<file path="config.mk">
export PLATFORM = sky130hd
export DESIGN_NAME = table_ptr_unit
export DESIGN_NICKNAME = d
export VERILOG_FILES = /design/src/rtl/tblu_pkg.sv /design/src/rtl/tblu_ptr_file.sv /design/src/rtl/tblu_seq.sv /design/src/rtl/table_ptr_unit.sv
export SDC_FILE = /design/constraint.sdc
export NUM_CORES = 1
export LEC_CHECK = 0
export CORE_ASPECT_RATIO = 1.25
export CORE_MARGIN = 3
export CORE_UTILIZATION = 38
export DETAILED_ROUTE_END_ITERATION = 6
export PLACE_DENSITY = 0.72
export SETUP_SLACK_MARGIN = 0.1
export SYNTH_ARGS = -nofsm -noshare
export SYNTH_HDL_FRONTEND = slang
export SYNTH_HIERARCHICAL = 1
export SYNTH_SLANG_ARGS = --single-unit
</file>
<file path="constraint.sdc">
create_clock -name clk -period 3.8 [get_ports clk]
set_clock_uncertainty 0.1 [all_clocks]
set_input_delay 0.95 -clock clk [delete_from_list [all_inputs] [get_ports clk]]
set_output_delay 0.95 -clock clk [all_outputs]
set_load 0.01 [all_outputs]
</file>
<file path="src/rtl/tblu_pkg.sv">
package tblu_pkg;
  parameter int PTR_W  = 22;
  parameter int DATA_W = 8;
  parameter int SEL_W  = 2;
  localparam int LOW_W = PTR_W - 1;
  localparam int NUM_PTR_BYTES = (PTR_W + DATA_W - 1) / DATA_W;
  localparam int PAD_W = (1 << SEL_W) * DATA_W;

  typedef enum logic [1:0] {
    UPD_HOLD     = 2'd0,
    UPD_POST_INC = 2'd1,
    UPD_POST_DEC = 2'd2,
    UPD_PRE_INC  = 2'd3
  } upd_mode_e;

  // Step the low field by one, keep the space-select bit.
  function automatic logic [PTR_W-1:0] ptr_bump(input logic [PTR_W-1:0] p,
                                                input logic down);
    logic [LOW_W-1:0] lo;
    lo = p[LOW_W-1:0];
    lo = down ? (lo - 1'b1) : (lo + 1'b1);
    return {p[PTR_W-1], lo};
  endfunction

  // Address used by the access itself.
  function automatic logic [PTR_W-1:0] access_addr(input logic [PTR_W-1:0] p,
                                                   input upd_mode_e m);
    return (m == UPD_PRE_INC) ? ptr_bump(p, 1'b0) : p;
  endfunction

  // Pointer value after completion of a post-mode access.
  function automatic logic [PTR_W-1:0] post_next(input logic [PTR_W-1:0] p,
                                                 input upd_mode_e m);
    case (m)
      UPD_POST_INC: return ptr_bump(p, 1'b0);
      UPD_POST_DEC: return ptr_bump(p, 1'b1);
      default:      return p;
    endcase
  endfunction
endpackage

</file>
<file path="src/rtl/tblu_ptr_file.sv">
module tblu_ptr_file
  import tblu_pkg::*;
(
  input  logic              clk,
  input  logic              rst_n,
  input  logic              reg_wr,
  input  logic [SEL_W-1:0]  reg_sel,
  input  logic [DATA_W-1:0] reg_wdata,
  output logic [DATA_W-1:0] reg_rdata,
  input  logic              pre_load,
  input  logic              post_upd,
  input  upd_mode_e         post_mode,
  input  logic              lat_load,
  input  logic [DATA_W-1:0] lat_val,
  output logic [PTR_W-1:0]  ptr,
  output logic [DATA_W-1:0] latch
);
  localparam logic [SEL_W-1:0] SEL_LATCH = SEL_W'(NUM_PTR_BYTES);

  logic [PTR_W-1:0]  ptr_q, ptr_d;
  logic [DATA_W-1:0] lat_q, lat_d;
  logic [PAD_W-1:0]  ptr_pad, wr_pad;
  logic              sel_is_latch, ptr_byte_wr, latch_byte_wr;

  assign sel_is_latch  = (reg_sel == SEL_LATCH);
  assign ptr_byte_wr   = reg_wr && !sel_is_latch;
  assign latch_byte_wr = reg_wr && sel_is_latch;

  always_comb begin
    ptr_pad = PAD_W'(ptr_q);
    wr_pad  = ptr_pad;
    wr_pad[reg_sel*DATA_W +: DATA_W] = reg_wdata;
  end

  always_comb begin
    if (pre_load)         ptr_d = ptr_bump(ptr_q, 1'b0);
    else if (post_upd)    ptr_d = post_next(ptr_q, post_mode);
    else if (ptr_byte_wr) ptr_d = wr_pad[PTR_W-1:0];
    else                  ptr_d = ptr_q;
  end

  always_comb begin
    if (lat_load)           lat_d = lat_val;
    else if (latch_byte_wr) lat_d = reg_wdata;
    else                    lat_d = lat_q;
  end

  always_ff @(posedge clk) begin
    if (!rst_n) begin
      ptr_q <= '0;
      lat_q <= '0;
    end else begin
      ptr_q <= ptr_d;
      lat_q <= lat_d;
    end
  end

  assign reg_rdata = sel_is_latch ? lat_q : ptr_pad[reg_sel*DATA_W +: DATA_W];
  assign ptr   = ptr_q;
  assign latch = lat_q;


  space_bit_kept_chk: assert property (@(posedge clk) disable iff (!rst_n)
    (pre_load || post_upd) |=> (ptr_q[PTR_W-1] == $past(ptr_q[PTR_W-1])));
endmodule

</file>
<file path="src/rtl/tblu_seq.sv">
module tblu_seq
  import tblu_pkg::*;
(
  input  logic              clk,
  input  logic              rst_n,
  input  logic              cmd_valid,
  input  logic              cmd_write,
  input  upd_mode_e         cmd_mode,
  input  logic [PTR_W-1:0]  ptr,
  input  logic [DATA_W-1:0] latch,
  input  logic              mem_rd_ack,
  input  logic [DATA_W-1:0] mem_rd_data,
  input  logic              wbuf_ack,
  output logic              busy,
  output logic              mem_rd_req,
  output logic              wbuf_req,
  output logic [PTR_W-1:0]  acc_addr,
  output logic [DATA_W-1:0] wbuf_data,
  output logic              cmd_accept,
  output logic              xfer_done,
  output logic              pre_load,
  output logic              post_upd,
  output upd_mode_e         post_mode,
  output logic              lat_load,
  output logic [DATA_W-1:0] lat_val
);
  logic              busy_q, wr_q;
  upd_mode_e         mode_q;
  logic [PTR_W-1:0]  addr_q;
  logic [DATA_W-1:0] data_q;

  assign cmd_accept = cmd_valid && !busy_q;
  assign xfer_done  = busy_q && (wr_q ? wbuf_ack : mem_rd_ack);

  always_ff @(posedge clk) begin
    if (!rst_n) begin
      busy_q <= 1'b0;
      wr_q   <= 1'b0;
      mode_q <= UPD_HOLD;
      addr_q <= '0;
      data_q <= '0;
    end else if (cmd_accept) begin
      busy_q <= 1'b1;
      wr_q   <= cmd_write;
      mode_q <= cmd_mode;
      addr_q <= access_addr(ptr, cmd_mode);
      data_q <= latch;
    end else if (xfer_done) begin
      busy_q <= 1'b0;
    end
  end

  assign busy       = busy_q;
  assign mem_rd_req = busy_q && !wr_q;
  assign wbuf_req   = busy_q && wr_q;
  assign acc_addr   = addr_q;
  assign wbuf_data  = data_q;
  assign pre_load   = cmd_accept && (cmd_mode == UPD_PRE_INC);
  assign post_upd   = xfer_done && (mode_q == UPD_POST_INC || mode_q == UPD_POST_DEC);
  assign post_mode  = mode_q;
  assign lat_load   = xfer_done && !wr_q;
  assign lat_val    = mem_rd_data;


  single_req_chk: assert property (@(posedge clk) disable iff (!rst_n)
    busy_q |-> $onehot({mem_rd_req, wbuf_req}));


  req_hold_chk: assert property (@(posedge clk) disable iff (!rst_n)
    (busy_q && !xfer_done) |=> (busy_q && $stable(acc_addr) && $stable(wbuf_data)));


  preinc_addr_chk: assert property (@(posedge clk) disable iff (!rst_n)
    (cmd_accept && cmd_mode == UPD_PRE_INC) |=> (acc_addr == ptr));
endmodule

</file>
<file path="src/rtl/table_ptr_unit.sv">
module table_ptr_unit
  import tblu_pkg::*;
(
  input  logic              clk,
  input  logic              rst_n,
  input  logic              cmd_valid,
  input  logic              cmd_write,
  input  logic [1:0]        cmd_mode,
  output logic              busy,
  input  logic              reg_wr_en,
  input  logic [SEL_W-1:0]  reg_sel,
  input  logic [DATA_W-1:0] reg_wdata,
  output logic [DATA_W-1:0] reg_rdata,
  output logic              mem_rd_req,
  output logic [PTR_W-1:0]  mem_rd_addr,
  input  logic              mem_rd_ack,
  input  logic [DATA_W-1:0] mem_rd_data,
  output logic              wbuf_req,
  output logic [PTR_W-1:0]  wbuf_addr,
  output logic [DATA_W-1:0] wbuf_data,
  input  logic              wbuf_ack
);
  logic [PTR_W-1:0]  ptr, acc_addr;
  logic [DATA_W-1:0] latch, lat_val;
  logic              cmd_accept, xfer_done, pre_load, post_upd, lat_load;
  logic              reg_wr_ok;
  upd_mode_e         post_mode;

  assign reg_wr_ok = reg_wr_en && !busy && !cmd_valid;

  tblu_seq u_seq (
    .clk         (clk),
    .rst_n       (rst_n),
    .cmd_valid   (cmd_valid),
    .cmd_write   (cmd_write),
    .cmd_mode    (upd_mode_e'(cmd_mode)),
    .ptr         (ptr),
    .latch       (latch),
    .mem_rd_ack  (mem_rd_ack),
    .mem_rd_data (mem_rd_data),
    .wbuf_ack    (wbuf_ack),
    .busy        (busy),
    .mem_rd_req  (mem_rd_req),
    .wbuf_req    (wbuf_req),
    .acc_addr    (acc_addr),
    .wbuf_data   (wbuf_data),
    .cmd_accept  (cmd_accept),
    .xfer_done   (xfer_done),
    .pre_load    (pre_load),
    .post_upd    (post_upd),
    .post_mode   (post_mode),
    .lat_load    (lat_load),
    .lat_val     (lat_val)
  );

  tblu_ptr_file u_regs (
    .clk       (clk),
    .rst_n     (rst_n),
    .reg_wr    (reg_wr_ok),
    .reg_sel   (reg_sel),
    .reg_wdata (reg_wdata),
    .reg_rdata (reg_rdata),
    .pre_load  (pre_load),
    .post_upd  (post_upd),
    .post_mode (post_mode),
    .lat_load  (lat_load),
    .lat_val   (lat_val),
    .ptr       (ptr),
    .latch     (latch)
  );

  assign mem_rd_addr = acc_addr;
  assign wbuf_addr   = acc_addr;


  busy_freeze_chk: assert property (@(posedge clk) disable iff (!rst_n)
    (busy && !xfer_done) |=> ($stable(ptr) && $stable(latch)));


  write_keeps_latch_chk: assert property (@(posedge clk) disable iff (!rst_n)
    (wbuf_req && wbuf_ack) |=> $stable(latch));
endmodule

</file>
==> metrics.md, run 1 <==
| Metric | Value |
|---|---|
| Worst EP arrival | 2370 ps |
| Antenna violations before repair | 0 |
| Residual DRC | 0 |
| Final worst-path cycle share | around 90% |
| Sequential power share | 38.1% |
| Worst slack at placement | -53.0 ps |
| Root Buffer | clkbuf_16 |
| GP Congestion | just over 1 |
| DP HPWL | roughly 12,000 um |
| Die Y | about 130 um |
| Crit Path Max Fanout | 3 |
| Hold crit path type | register to register |
| Port-buffer cells | a little under 90 |
| Status | finished, final reports clean |
| Worst VDD drop | approximately 0.00022 V |
| Post-route antenna net violation count | 0 |
| Worst endpoint required time | 2750 ps |
| Cell count after synthesis | 649 |
| Min setup slack post-route | roughly 380 ps |
| Drt pass-1 iters | 6 |
| Worst-Margin Slew | 715 ps |
| Pwr dens | approximately 330 nW/um^2 |
| Relative slew slack | between 50 and 60% |
| Internal | 0.00137 W |
| Slowest CP cell | clkdlybuf4s50_1 |
| Via-to-Cell Ratio | around 6 |
| Setup Fix Bufs, Post-CTS | 0 |
| Part of the power in the clock network | between 30% and 40% |
| Final wirelength | 16,100 um |
| FMAX | 0.292 GHz |
| Die area | 14,000 um^2 |
| Cell Area, Synth | 4780 um^2 |
| DIE WIDTH | 106 um |
| DP Area | 5610 um^2 |
| First-pass GRT wire length | 25,300 um |
| Syn Nets | just under 700 |
| Overflow after GRT | 0 |
| Min Hold Slack | between 300 and 400 ps |
| Diodes inserted | 0 |
| Initial core utilization | between 30 and 40% |
| Min Clock Period, post-route | ~3400 ps |
| Avg Cell Area, Syn | approximately 7.4 um^2 |
| Avg WL per Cell | between 15 and 20 um |
| Max H-tree Level | 3 |
| Num CTS Buffers | 9 |
| CP startpoint kind | input port |
| CP Cell Sequence | dlymetal6s2s_1 > mux2_2 > a221oi_1 > a21oi_1 > clkdlybuf4s50_1 |
| Area delta synth->final | 24.0% |
| Sw Ratio | between 30% and 40% |
| Max_cap viols | 0 |
| Crit end category | output pin |
| Clock sink total | 64 |
| FP Rows | between 40 and 50 |
| GRT Total Usage | 22.5% |
| Fin nets | 733 |
| Initial DRC count | 553 |
| TNS Setup | 0 ps |
| WP buf/inv | 2 |
| Psw | between 0.0006 and 0.0007 W |
| Multi-input gate area | slightly below 3000 um^2 |
| Finished Cell Area | 5920 um^2 |
| Share of cells above drive strength 1 | between 9 and 10% |
| Vias in the first global route | roughly 4,700 |
| Layout Utilization | 48.5% |
| Clk Latency, worst-skew pair | about 340 ps |
| Yosys warns | 6 |
| Logic pwr share | roughly 22% |
| Largest net degree at the start of global routing | 31 |
| Core area | between 10,000 and 15,000 um^2 |
| RSZ-0062 raised after global routing | false |
| Slew Viols, Final | 0 |
| Critical path's largest stage delay | around 500 ps |
| Clock-pin slew on the worst setup and hold paths | around 60 ps |
| CTS tree | built |
| Ports | 90 |
| CTS Buffer Depth | 2 |
| Crit path kind | input port to output pin |
| Final-layout fill cell count | roughly 1,200 |
| Vias | 5,123 |
| Leakage Power | 2.05 nW |
| Endpoints failing setup | 0 |
| Cell family with most CP delay | buffers and inverters |
| Final Hold Violating Endpoints | 0 |
| Post-CTS Hold Buffers | 0 |
| Seq. cell area | between 1000 and 1500 um^2 |
[layout by cell type, fill, tap and decap left out, types with 4 or more instances in the layout]
master and instances:
inv_1 20, nor2_1 51, xor2_1 11, or3_1 5, nor3b_1 4, a221oi_1 12
and4_1 4, nand3_2 4, nand3_1 28, a211oi_1 11, and2_1 8, or4_1 4
nor4_1 6, nand2_1 71, nor3_1 10, nand4_1 13, nor2b_1 5, a22oi_1 4
and3_1 6, o21ai_0 57, ha_1 7, clkdlybuf4s50_1 86, a21oi_1 71, o31ai_1 8
xnor2_1 18, dfxtp_1 64, mux2i_1 4, a31oi_1 11, buf_4 24, nand4b_1 4
clkbuf_16 9
[metrics by stage]
stage	total power, W	cells
after floorplan	0.00103	649
after global placement	0.00119	851
after detailed placement	0.00120	851
after CTS	0.00199	867
after global routing	0.00206	867
final	0.00198	867
[sequential cells by signal, indices dropped and copies added, names as in the netlist]
name,cells
u_seq/wbuf_data,8
u_seq/busy,1
u_regs/latch,8
u_seq/post_mode,2
u_regs/ptr,22
u_seq/acc_addr,22
u_seq/wr_q,1
[power groups by stage]
stage                     registers, W  clock network [W]  logic [W]
final                         0.000755           0.000788   0.000437
after global routing          0.000763           0.000826   0.000470
after CTS                     0.000755           0.000801   0.000431
after detailed placement      0.000770                  0   0.000428
after global placement        0.000769                  0   0.000424
after floorplan               0.000753                  0   0.000279
[worst reg2reg max path, stage by stage, from the launching register on]
cell,delay [ps]
dfxtp_1,750
nand3_2,250
or4_4,640
nor2_1,310
nand3_1,150
and3_1,220
o31a_1,280
[area by class of cell]
cell class,count,area share [%]
multi-input cells,485,50.0
flip-flops and latches,64,21.6
repair buffers,115,18.7
clock buffers,10,4.03
well taps,164,3.46
inverters,23,1.46
clock inverters,6,0.718
[final timing paths]
| check | startpoint | endpoint | slack (ps) | depth (start not counted) |
|---|---|---|---|---|
| max | reg_sel[1] | reg_rdata[2] | 380 | 5 |
| min | u_seq/wbuf_data[4] | u_seq/wbuf_data[4] | 360 | 2 |
| max reg2reg | u_regs/ptr[9] | u_regs/ptr[20] | 1010 | 6 |
| min reg2reg | u_seq/wbuf_data[4] | u_seq/wbuf_data[4] | 360 | 2 |
[routing by layer]
layer  GRT usage, %  share of wire [%]  up-vias
li1               -                  -     2421
met1           28.3                 41     2402
met2           38.1                 48      264
met3           4.18                7.9       36
met4           8.06                3.0        0
met5              0                  0        -
[timing repair]
item | 4_1_cts | 5_1_grt
resized for setup | 3 | 6
endpoints found under the setup margin | 8 | 8
cloned | 0 | 0
Power figures use the tool's default switching activity.
==> run 2: changes to the inputs <==
--- a/config.mk
+++ b/config.mk
@@ -9,7 +9,6 @@
 export CORE_MARGIN = 3
 export CORE_UTILIZATION = 38
 export DETAILED_ROUTE_END_ITERATION = 6
-export PLACE_DENSITY = 0.72
 export SETUP_SLACK_MARGIN = 0.1
 export SYNTH_ARGS = -nofsm -noshare
 export SYNTH_HDL_FRONTEND = slang
==> constraint.sdc (replaced) <==
create_clock -name clk -period 3.9 [get_ports clk]
set_clock_uncertainty 0.1 [all_clocks]
set_input_delay 0.975 -clock clk [delete_from_list [all_inputs] [get_ports clk]]
set_output_delay 0.975 -clock clk [all_outputs]
set_load 0.01 [all_outputs]
==> run 2 against run 1 <==
First-iteration DRC count down 15%. Clock power rose by 21%. Count of clock-buffer cells in the layout stayed put. Design area rose by 2.7%. Critical path type unchanged.
==> metrics.md, run 2 (same netlist as run 1, synthesis figures left out) <==
| Metric | Value |
|---|---|
| CP startpoint kind | input port |
| Vias in the first global route | 4,877 (+3.4%) |
| Status | finished, final reports clean |
| Design Power | 0.00212 W (+7.2%) |
| GP Congestion | 0.933 (-8.1%) |
| CTS tree | built |
| Pwr dens | 349 nW/um^2 (+4.3%) |
| Core area | 12,200 um^2 (unchanged) |
| Root Buffer | clkbuf_16 |
| Post-CTS Hold Buffers | 0 (unchanged) |
| Die area | 14,000 um^2 (unchanged) |
| Leakage Power | 2.20 nW (+7.0%) |
| CP Cell Sequence | clkdlybuf4s50_1 > buf_4 > mux2_2 > a221oi_1 > a21oi_1 > dlygate4sd2_1 |
| Final-layout fill cell count | 1,242 (+1.5%) |
| Most frequent cells in the layout | clkdlybuf4s50_1 (81), nand2_1 (71), a21oi_1 (71) |
| Multi-input gate area | 2960 um^2 (+0.17%) |
| Clk Latency, worst-skew pair | 330 ps (about the same) |
| FMAX | ~0.27 GHz |
| Clock sink total | 64 (unchanged) |
| Non-Filler Instances | 881 (+1.6%) |
| Relative slew slack | 49.7% (-2.2 points) |
| Ports | 90 (unchanged) |
| Share of cells above drive strength 1 | 11.4% (+1.8 points) |
| Area delta synth->final | 27.4% |
| Min-delay src | u_seq/wbuf_data[7] |
| Num CTS Buffers | 9 (unchanged) |
| Port-buffer cells | 89 (unchanged) |
| Diodes inserted | 0 (unchanged) |
| Worst EP arrival | 2680 ps (+310 ps) |
| Clock-pin slew on the worst setup and hold paths | 60 ps (about the same) |
| Crit Path Max Fanout | 8 (+5) |
| Post-route antenna net violation count | 0 (unchanged) |
| Die Y | 131 um (unchanged) |
| Max H-tree Level | 3 (unchanged) |
| RSZ-0062 raised after global routing | true |
| End of the worst register-to-register path | u_regs/ptr[20] |
| Slowest CP cell | clkdlybuf4s50_1 |
| Worst endpoint required time | 2820 ps (+70 ps) |
| Leading cell type in the layout, fill and taps excluded | clkdlybuf4s50_1 |
| Placed cells | 865 (+1.6%) |
| Worst-Margin Slew | 753 ps (+38.1 ps) |
| Seq. cell area | 1280 um^2 (unchanged) |
| Fin nets | 747 (+1.9%) |
| Crit end category | output pin |
| Hold Crit Depth | 2 (unchanged) |
| Largest net degree at the start of global routing | 38 (+23%) |
| DIE WIDTH | 106 um (unchanged) |
| Worst VDD drop | 0.000167 V (-25%) |
| Final wirelength | 16,400 um (+2.0%) |
| Initial DRC count | 472 (-15%) |
| Hold Path End | u_seq/wbuf_data[7] |
| Crit path kind | input port to output pin |
| Initial core utilization | 39.1% (unchanged) |
| Layout Utilization | 49.8% (+1.3 points) |
| Overflow after GRT | 0 (unchanged) |
| Endpoints failing setup | 0 (unchanged) |
| Critical path's largest stage delay | 510 ps (about the same) |
| GRT Total Usage | 23.5% (+0.98 points) |
| CTS Buffer Depth | 2 (unchanged) |
| Final Hold Violating Endpoints | 0 (unchanged) |
| Slew Viols, Final | 0 (unchanged) |
| Critical R2R Launch | u_regs/ptr[7] |
| Drt pass-1 iters | 6 (unchanged) |
| Max_cap viols | 0 (unchanged) |
| Residual DRC | 0 (unchanged) |
| Avg WL per Cell | 18.7 um (+0.36%) |
| Antenna violations before repair | 0 (unchanged) |
| Final worst-path cycle share | 96.4% |
| Reg2Reg Depth | 6 (unchanged) |
| Via-to-Cell Ratio | 5.81 (-1.7%) |
| Hold crit path type | register to register |
| FP Rows | 45 (unchanged) |
| Reg2reg setup slack | 1080 ps (+70 ps) |
| Vias | 5,118 (-0.098%) |
| DP HPWL | 12,200 um (+3.1%) |
| First-pass GRT wire length | 26,400 um (+4.5%) |
| Min Clock Period, post-route | ~3800 ps |
## run 2: critical path: cells and delay by family
kind                   cells  cell delay [ps]
buffers and inverters      3             1000
muxes                      1              340
AOI/OAI and AO/OA          2              360
## run 2: worst max-delay path by stage
stage                from            to  cells after the start
2_1_floorplan  reg_sel[0]  reg_rdata[0]                      5
3_3_place_gp   reg_sel[0]  reg_rdata[0]                      6
3_5_place_dp   reg_sel[0]  reg_rdata[1]                      5
4_1_cts        reg_sel[1]  reg_rdata[3]                      8
5_1_grt        reg_sel[1]  reg_rdata[2]                      6
6_report       reg_sel[1]  reg_rdata[2]                      6
## run 2: where the power goes
group | leakage, nW | total (W) | switching, W | internal (W)
clock | 0.165 | 0.000955 | 0.000311 | 0.000644
combinational | 1.51 | 0.000438 | 0.000235 | 0.000204
sequential | 0.522 | 0.000728 | 0.0000420 | 0.000686
## run 2: timing repair
action                     in CTS  in global routing
setup buffers                   0                  0
setup endpoints to repair       8                  4
gates resized for setup         6                  7
## run 2: layer usage
layer	GRT usage (%)	up-vias	routed length, um
li1	-	2451	-
met1	30.5	2413	7020
met2	38.8	228	7770
met3	4.08	26	1170
met4	8.42	0	475
met5	0	-	0
## run 2: through the flow
stage	hold WS (ps)	instance area, um^2	TNS [ps]	worst slack [ps]
2_1_floorplan	345	4780	0	757
3_3_place_gp	349	5700	0	24.3
3_5_place_dp	353	5700	-7.33	-3.94
4_1_cts	361	6060	0	89.8
5_1_grt	373	6090	0	89.2
6_report	356	6090	0	141
## run 2: cell type report
type                            instances  area share (%)
Clock inverter                          6            1.87
Clock buffer                           10            3.93
Tap cell                              164            3.37
Inverter                               23            1.42
Multi-Input combinational cell        485            48.7
Timing Repair Buffer                  129            19.7
Sequential cell                        64            21.1
==> run 3: changes to the inputs <==
--- a/config.mk
+++ b/config.mk
@@ -8,8 +8,10 @@
 export CORE_ASPECT_RATIO = 1.25
 export CORE_MARGIN = 3
 export CORE_UTILIZATION = 38
+export CTS_BUF_LIST = sky130_fd_sc_hd__clkbuf_4 sky130_fd_sc_hd__clkbuf_8
 export DETAILED_ROUTE_END_ITERATION = 6
 export SETUP_SLACK_MARGIN = 0.1
+export SLEW_MARGIN = 20
 export SYNTH_ARGS = -nofsm -noshare
 export SYNTH_HDL_FRONTEND = slang
 export SYNTH_HIERARCHICAL = 1
==> run 3 against run 2 <==
Global-route usage rose by 0.092 points. Total power fell by 10%. Wire length rose by 0.43%. Fmax rose by 0.97%. First-iteration DRC count rose by 2.3%. Die area did not move. Sequential share of layout area rose by 0.36 points. Utilization fell by 0.83 points. Critical path depth did not move. Critical endpoint unchanged.
==> metrics.md, run 3 (same netlist as run 1, synthesis figures left out) <==
| Metric | Value |
|---|---|
| Psw | 0.000567 W (-3.6%) |
| Crit Path Max Fanout | 8 (unchanged) |
| Num CTS Buffers | 9 (unchanged) |
| Area delta synth->final | 25.3% |
| Antenna violations before repair | 0 (unchanged) |
| Initial core utilization | 39.1% (unchanged) |
| Die area | 14,000 um^2 (unchanged) |
| Max H-tree Level | 3 (unchanged) |
| GP Congestion | 0.933 (unchanged) |
| Internal | 0.00133 W (-13%) |
| CTS Buffer Depth | 2 (unchanged) |
| Avg WL per Cell | 18.7 um (+0.43%) |
| Critical path's largest stage delay | 510 ps (about the same) |
| RSZ-0062 raised after global routing | true |
| Core area | 12,200 um^2 (unchanged) |
| Worst endpoint required time | 2820 ps (about the same) |
| Max_cap viols | 0 (unchanged) |
| Final wirelength | 16,500 um (+0.43%) |
| GRT Total Usage | 23.6% (+0.092 points) |
| Endpoints failing setup | 0 (unchanged) |
| Die Y | 131 um (unchanged) |
| Pwr dens | 318 nW/um^2 (-8.9%) |
| Post-CTS Hold Buffers | 0 (unchanged) |
| FP Rows | 45 (unchanged) |
| Root Buffer | clkbuf_8 |
| Relative slew slack | 50.0% (+0.28 points) |
| Leakage Power | 2.15 nW (-2.1%) |
| Hold crit path type | register to register |
| Vias in the first global route | 4,844 (-0.68%) |
| CTS tree | built |
| Overflow after GRT | 0 (unchanged) |
| Sequential power share | 38.3% (+4.0 points) |
| Clock sink total | 64 (unchanged) |
| Drt pass-1 iters | 5 (-1) |
| First-pass GRT wire length | 26,400 um (+0.13%) |
| Logic pwr share | 23.1% (+2.4 points) |
| Largest net degree at the start of global routing | 38 (unchanged) |
| Worst-Margin Slew | 749 ps (-4.14 ps) |
| DP HPWL | 12,200 um (unchanged) |
| TNS Setup | 0 ps (unchanged) |
| Clock-pin slew on the worst setup and hold paths | 70 ps (about the same) |
| Worst EP arrival | 2650 ps (-30 ps) |
| Share of cells above drive strength 1 | 11.4% (unchanged) |
| FMAX | 0.269 GHz (+0.97%) |
| Port-buffer cells | 89 (unchanged) |
| Slew Viols, Final | 0 (unchanged) |
| Status | finished, final reports clean |
| Fin nets | 747 (unchanged) |
| CP Cell Sequence | clkdlybuf4s50_1 > buf_4 > mux2_2 > a221oi_1 > a21oi_1 > dlygate4sd2_1 |
| CP startpoint kind | input port |
| Final worst-path cycle share | 95.5% (-0.93 points) |
| Design Power | 0.00190 W (-10%) |
| Slowest CP cell | clkdlybuf4s50_1 |
| Hold Crit Depth | 2 (unchanged) |
| Worst VDD drop | 0.000167 V (+0.24%) |
| Clk Latency, worst-skew pair | 360 ps (+30 ps) |
| Initial DRC count | 483 (+2.3%) |
| Reg2Reg Depth | 6 (unchanged) |
| Sw Ratio | 29.8% (+2.1 points) |
| DIE WIDTH | 106 um (unchanged) |
| Post-route antenna net violation count | 0 (unchanged) |
| Vias | 5,125 (+0.14%) |
| Residual DRC | 0 (unchanged) |
| Crit end category | output pin |
| Part of the power in the clock network | 38.6% (-6.4 points) |
| Diodes inserted | 0 (unchanged) |
| Most frequent cells in the layout | clkdlybuf4s50_1 (81), nand2_1 (71), a21oi_1 (71) |
| Final Hold Violating Endpoints | 0 (unchanged) |
| Ports | 90 (unchanged) |
| Via-to-Cell Ratio | 5.82 (+0.14%) |
| Crit path kind | input port to output pin |
| Min Clock Period, post-route | 3720 ps (-36.1 ps) |
| Leading cell type in the layout, fill and taps excluded | clkdlybuf4s50_1 |
==> run 3: power groups by stage <==
stage | logic (W) | registers (W) | clock network [W]
5_1_grt | 0.000477 | 0.000734 | 0.000775
6_report | 0.000439 | 0.000728 | 0.000734
3_5_place_dp | 0.000433 | 0.000742 | 0
3_3_place_gp | 0.000432 | 0.000742 | 0
2_1_floorplan | 0.000272 | 0.000734 | 0
4_1_cts | 0.000433 | 0.000727 | 0.000751
==> run 3: what timing repair did <==
item | in CTS | in global routing
cloned | 0 | 0
setup buffers | 0 | 0
gates resized for setup | 6 | 7
endpoints found under the setup margin | 8 | 4
==> run 3: worst paths after layout <==
path / end / start / slack, ps
setup / recovery: reg_rdata[2] / reg_sel[1] / 180
hold / removal: u_seq/wbuf_data[7] / u_seq/wbuf_data[7] / 360
hold reg to reg: u_seq/wbuf_data[7] / u_seq/wbuf_data[7] / 360
setup reg to reg: u_regs/ptr[20] / u_regs/ptr[10] / 1080
==> run 3: layer usage <==
layer	up-vias	part of all wire (%)	global-route usage, %
met4	0	2.8	8.06
li1	2451	-	-
met1	2396	42	30.6
met2	252	47	38.9
met5	-	0	0
met3	26	7.7	4.62
==> run 3: final cells by class <==
class,instances,area [um^2]
Clock buffer,10,138
Clock inverter,6,114
Fill cell,1251,6230
Inverter,23,86.3
Multi-Input combinational cell,485,2960
Sequential cell,64,1280
Tap cell,164,205
Timing Repair Buffer,129,1200
==> run 3: stage by stage <==
step | utilization [%] | setup slack (ps) | instances | hold slack [ps] | area, um^2
after floorplan | - | 757 | 649 | 345 | 4780
after global placement | 46.7 | 24.3 | 865 | 349 | 5700
after detailed placement | 46.7 | -3.94 | 865 | 353 | 5700
after CTS | 48.7 | 89.8 | 881 | 364 | 5950
after global routing | 49.0 | 89.2 | 881 | 377 | 5980
final | 49.0 | 177 | 881 | 359 | 5980
==> run 3: worst max-delay path, delay by kind of cell <==
kind / cells / cell delay [ps]
buffers and inverters: 3 / 990
muxes: 1 / 350
AOI/OAI and AO/OA: 2 / 320
